===== config.mk =====
export PLATFORM = sky130hd
export DESIGN_NAME = incs_stage
export DESIGN_NICKNAME = d
export VERILOG_FILES = /design/src/rtl/incs_pkg.sv /design/src/rtl/incs_xform.sv /design/src/rtl/incs_hold.sv /design/src/rtl/incs_ctrl.sv /design/src/rtl/incs_stage.sv
export SDC_FILE = /design/constraint.sdc
export NUM_CORES = 1
export LEC_CHECK = 0
export BUFFER_PORTS_ARGS = -buffer_cell sky130_fd_sc_hd__buf_4
export CAP_MARGIN = 25
export CORE_UTILIZATION = 25
export CTS_CLUSTER_DIAMETER = 80
export DETAILED_ROUTE_END_ITERATION = 8
export GPL_TIMING_DRIVEN = 0
export PLACE_DENSITY = 0.44
export SLEW_MARGIN = 20
export SYNTH_ARGS = -nofsm -noshare
export SYNTH_HDL_FRONTEND = slang
export SYNTH_SLANG_ARGS = --single-unit

===== constraint.sdc =====
create_clock -name clk -period 4.6 [get_ports clk]
set_input_delay 0.92 -clock clk [delete_from_list [all_inputs] [get_ports clk]]
set_output_delay 0.92 -clock clk [all_outputs]
set_load 0.03 [all_outputs]

===== src/rtl/incs_pkg.sv =====
package incs_pkg;
   // Next-state summary of the stage occupancy
   typedef struct packed {
      logic out_full;
      logic skid_full;
   } incs_occ_t;

   function automatic int unsigned incs_min_width();
      return 1;
   endfunction
endpackage


===== src/rtl/incs_xform.sv =====
module incs_xform #(
   parameter int unsigned DATA_W = 32,
   parameter int unsigned STEP   = 1
) (
   input  logic [DATA_W-1:0] din,
   output logic [DATA_W-1:0] dout
);
   localparam logic [DATA_W-1:0] STEP_V = DATA_W'(STEP);

   generate
      if (STEP == 0) begin : g_pass
         assign dout = din;
      end else begin : g_add
         assign dout = din + STEP_V;
      end
   endgenerate
endmodule


===== src/rtl/incs_hold.sv =====
module incs_hold #(
   parameter int unsigned DATA_W = 32
) (
   input  logic              clk,
   input  logic              load,
   input  logic [DATA_W-1:0] d,
   output logic [DATA_W-1:0] q
);
   always_ff @(posedge clk) begin
      if (load) q <= d;
   end
endmodule


===== src/rtl/incs_ctrl.sv =====
module incs_ctrl
   import incs_pkg::*;
(
   input  logic clk,
   input  logic rst,
   input  logic in_valid,
   input  logic out_ready,
   output logic in_ready,
   output logic out_valid,
   output logic load_out,
   output logic sel_skid,
   output logic load_skid
);
   logic      skid_full;
   logic      acc;
   logic      adv;
   incs_occ_t nxt;

   always_comb begin
      acc       = in_valid & in_ready;
      adv       = ~out_valid | out_ready;
      load_out  = adv & (skid_full | acc);
      sel_skid  = skid_full;
      load_skid = ~adv & acc;
      if (adv) begin
         nxt.out_full  = skid_full | acc;
         nxt.skid_full = 1'b0;
      end else begin
         nxt.out_full  = 1'b1;
         nxt.skid_full = skid_full | acc;
      end
   end

   always_ff @(posedge clk) begin
      if (rst) begin
         out_valid <= 1'b0;
         skid_full <= 1'b0;
         in_ready  <= 1'b1;
      end else begin
         out_valid <= nxt.out_full;
         skid_full <= nxt.skid_full;
         in_ready  <= ~nxt.skid_full;
      end
   end

   // reset values seen on the first cycle after reset
   a_r1_reset_state: assert property (@(posedge clk)
      $past(rst) |-> (!out_valid && in_ready));

   // acceptance into an empty stage shows valid one cycle later
   a_r3_latency: assert property (@(posedge clk) disable iff (rst)
      (acc && !out_valid) |=> out_valid);

   // word caught while held closes the input
   a_r5_skid_closes: assert property (@(posedge clk) disable iff (rst)
      (acc && out_valid && !out_ready) |=> !in_ready);

   // input can only be closed while the output holds a word
   a_r5_closed_valid: assert property (@(posedge clk) disable iff (rst)
      !in_ready |-> out_valid);

   // spare word advances and input reopens
   a_r7_skid_drain: assert property (@(posedge clk) disable iff (rst)
      (!in_ready && out_ready) |=> (out_valid && in_ready));

   // valid falls after the last delivery with nothing new
   a_r8_valid_falls: assert property (@(posedge clk) disable iff (rst)
      (out_valid && out_ready && in_ready && !in_valid) |=> !out_valid);
endmodule


===== src/rtl/incs_stage.sv =====
module incs_stage
   import incs_pkg::*;
#(
   parameter int unsigned DATA_W = 32
) (
   input  logic              clk,
   input  logic              rst,
   input  logic              in_valid,
   output logic              in_ready,
   input  logic [DATA_W-1:0] in_data,
   output logic              out_valid,
   input  logic              out_ready,
   output logic [DATA_W-1:0] out_data
);
   localparam int unsigned STEP = 1;

   generate
      if (DATA_W < incs_min_width()) begin : g_bad_width
         $error("incs_stage: DATA_W must be at least 1");
      end
   endgenerate

   logic              load_out;
   logic              sel_skid;
   logic              load_skid;
   logic [DATA_W-1:0] inc_w;
   logic [DATA_W-1:0] skid_q;
   logic [DATA_W-1:0] out_d;

   incs_ctrl u_ctrl (
      .clk       (clk),
      .rst       (rst),
      .in_valid  (in_valid),
      .out_ready (out_ready),
      .in_ready  (in_ready),
      .out_valid (out_valid),
      .load_out  (load_out),
      .sel_skid  (sel_skid),
      .load_skid (load_skid)
   );

   incs_xform #(.DATA_W(DATA_W), .STEP(STEP)) u_xform (
      .din  (in_data),
      .dout (inc_w)
   );

   incs_hold #(.DATA_W(DATA_W)) u_skid (
      .clk  (clk),
      .load (load_skid),
      .d    (inc_w),
      .q    (skid_q)
   );

   assign out_d = sel_skid ? skid_q : inc_w;

   incs_hold #(.DATA_W(DATA_W)) u_out (
      .clk  (clk),
      .load (load_out),
      .d    (out_d),
      .q    (out_data)
   );

   // held output keeps valid and data
   a_r2_hold_stable: assert property (@(posedge clk) disable iff (rst)
      (out_valid && !out_ready) |=> (out_valid && $stable(out_data)));

   // word accepted into an empty stage appears incremented
   a_r4_increment: assert property (@(posedge clk) disable iff (rst)
      (in_valid && in_ready && !out_valid) |=> (out_data == $past(in_data) + DATA_W'(STEP)));
endmodule


==> metrics <==
CP Launch Type primary input; Worst Tran Pin Value around 0.65 ns; Layout Nets ~380; worst rel slew slack between 50% and 60%; Post-Synth Adder-Cell Area less than 1%; ys flop type edfxtp_1; DRC viols 0; crit-path max FO 10; critical path depth 7; Post-Synthesis Cells 257; antenna violations before repair 0; hpwl dp 5910 um; Synth Area in Compound Gates 8.44%; Gate power share roughly an eighth; hold-fix buffers at CTS 0; clock power share ~42%; EDFF count, synth 64; synthesized cell area around 3200 um2; Starting Density between 20% and 30%; slowest CP cell or4_1; worst min path class register to register; CP Data Required Time 4.68 ns; GR Overflow Total 0; final-layout fill cell count around 1300; Design Area, Final approximately 4300 um2; WL final between 8000 and 9000 um; leakage dissipation roughly 1.6 nW; Worst Reg-to-Reg Cells 5; placed inst area 4040 um2; first-pass GRT wire length around 12000 um; fin. max-slew vios 0; n_diodes 0; die area around 13000 um2; die width roughly 120 um; standard-cell rows a little over 40; Net Sw Frac roughly 24%; Die Y 116 um; Via density approximately 4.6; Mean Syn Cell Area 12.6 um2; first element of the critical path in_data[0]; worst hold margin 0.528 ns; Final Hold Fails 0; register area roughly 2000 um2; Simple-Gate Fraction of Synth Area 18.8%; Synth area leaders edfxtp_1 59%, mux2_2 4.9%, nand2_1 3.3%; Max Root-Sink Buffers 2; worst hold start u_skid.q[0]; critical path class primary input to register; CTS tree yes; Crit path max-delay family simple AND/OR/NAND/NOR gates; Worst Hold Depth 2; port bufs between 60 and 70; sequential area share after synthesis a little over 60%; Post-synth top cells 64 x edfxtp_1, 28 x nand2_1, 15 x nor2_1; combined area of the multi-input logic cells 1200 um2; CTS Sinks 67; Synth async-reset ratio 0%; Setup violations, final 0; gpl congestion 0.765; Psw 0.381 mW; Resized cells post-CTS 0; Yosys top cell by area edfxtp_1; Final ANT Viol Nets 0; synth-to-layout area growth 33.9%; I/O pin cnt 70; vias in the first global route 2215; GRT Total Usage roughly 13%; Worst VDD drop around 0.13 mV; Core ar. ~13000 um2; P_int between 1 and 1.5 mW; CP Data Arrival Time between 2 and 3 ns; clk_lat worst skew approximately 0.34 ns; Final Cycle Share between 60% and 70%; synthesized flop and latch total 67; WP buf/inv 2; most common cell in the netlist edfxtp_1; Clock Skews ~0.004 ns; most frequent CP cell o31a_1; TritonRoute pass-1 iters 4; largest net degree at the start of global routing 21; Reg clk slew, reported paths 0.05 ns; CP endpoint kind register; number of library cell types mapped by synthesis 42; share of layout cells above drive strength 1 33.0%; MaxCap Viol Count 0; number of DRC markers in iteration 0 98; Post-CTS Setup Bufs 0; outcome finished, final reports clean; vias post-DR 2353; mux share of post-synthesis cell area roughly 4.9%; Avg WL per Cell around 16 um; pwr dens 366 nW/um2; shortest period the worst path allows around 2.8 ns; Mapped Nets 294; Sequential Power Share around 45%; CP peak stage delay 0.59 ns; Reg-to-Reg Start u_ctrl.sel_skid; top cell type's share of synthesized area approximately three fifths; CTS root buf clkbuf_16; Num CTS Buffers 9; Fmax 359 MHz; TNS Setup 0 ns; post-synthesis xor/xnor area fraction under 10%; H-tree lvl count 3; largest family of logic cells by synthesized area simple AND/OR/NAND/NOR gates; critical-path cell list buf_4 -> ha_1 -> nand2_1 -> or4_1 -> buf_2 -> o31a_1 -> o31a_1; RSZ-0062 raised after global routing no; Synth warnings 0
## registers in the layout, summed over array words and instances, names as in the netlist
name and cells:
u_out.q 32, u_ctrl.in_ready 1, u_skid.q 32, u_ctrl.sel_skid 1
u_ctrl.out_valid 1
## placed cells by master (no fill, tap or decap), types with 3 or more instances in the layout
master	n
nand3_1	10
xor2_1	9
nand4_1	7
o31a_1	9
nor4_1	10
o21ai_0	3
a31oi_1	10
mux2_2	14
buf_4	69
o31ai_1	6
edfxtp_1	64
nand2_1	28
clkbuf_1	8
nor2_1	14
clkbuf_16	9
and3_1	4
nor3_1	4
dfxtp_1	3
inv_1	4
nand2b_1	7
or4_1	7
or2_2	3
xnor2_1	6
## path summary, 6_finish.rpt
| kind | end | slack (ns) |
|---|---|---|
| worst max-delay path | u_out.q[30] | 1.82 |
| worst min-delay path | u_out.q[0] | 0.53 |
| worst max register to register | u_out.q[29] | 2.37 |
| worst min register to register | u_out.q[0] | 0.53 |
## metal layers
layer | track usage, % | up-vias | routed length, um
li1 | - | 1167 | -
met4 | 6.41 | 0 | 122
met1 | 16.9 | 1119 | 3750
met5 | 0 | - | 0
met3 | 3.09 | 10 | 443
met2 | 19.6 | 57 | 3770
## through the flow
step	power (mW)	instances	worst slack, ns	utilization (%)
2_1_floorplan	0.832	257	0.682	-
3_3_place_gp	0.924	498	-0.949	31.4
3_5_place_dp	0.930	501	1.45	32.0
4_1_cts	1.60	517	1.80	34.3
5_1_grt	1.65	517	1.71	34.3
6_report	1.59	517	1.82	34.3
## kinds of logic (layout without fill, tap and decap cells)
group / count (synthesis) / after routing
multiplexers: 14 / 14
AND/OR/NAND/NOR: 109 / 109
adder cells (fa/ha/maj): 1 / 1
XOR/XNOR: 15 / 15
AO/OA/AOI/OAI: 36 / 36
buffers and inverters: 15 / 103
flip-flops: 67 / 67
## power groups by stage
stage | logic [mW] | clock network [mW] | registers, mW
2_1_floorplan | 0.0590 | 0 | 0.773
3_3_place_gp | 0.194 | 0 | 0.730
3_5_place_dp | 0.204 | 0 | 0.726
4_1_cts | 0.205 | 0.686 | 0.714
5_1_grt | 0.218 | 0.715 | 0.716
6_report | 0.203 | 0.669 | 0.713
## final cells by class
type                            count  share of cell area [%]
Sequential cell                    67                    45.8
Multi-Input combinational cell    175                    27.8
Timing Repair Buffer               72                    13.3
Inverter                            5                   0.434
Tap cell                          172                    4.97
Clock buffer                       11                    5.38
Clock inverter                      5                    1.24
Buffer                             10                    1.10
## worst reg2reg max path: stages, from the launching register on
cell	delay, ns
dfxtp_1	0.38
clkinv_1	0.31
clkbuf_1	0.40
a21boi_4	0.45
buf_8	0.22
buf_8	0.18
Power figures use the tool's default switching activity.
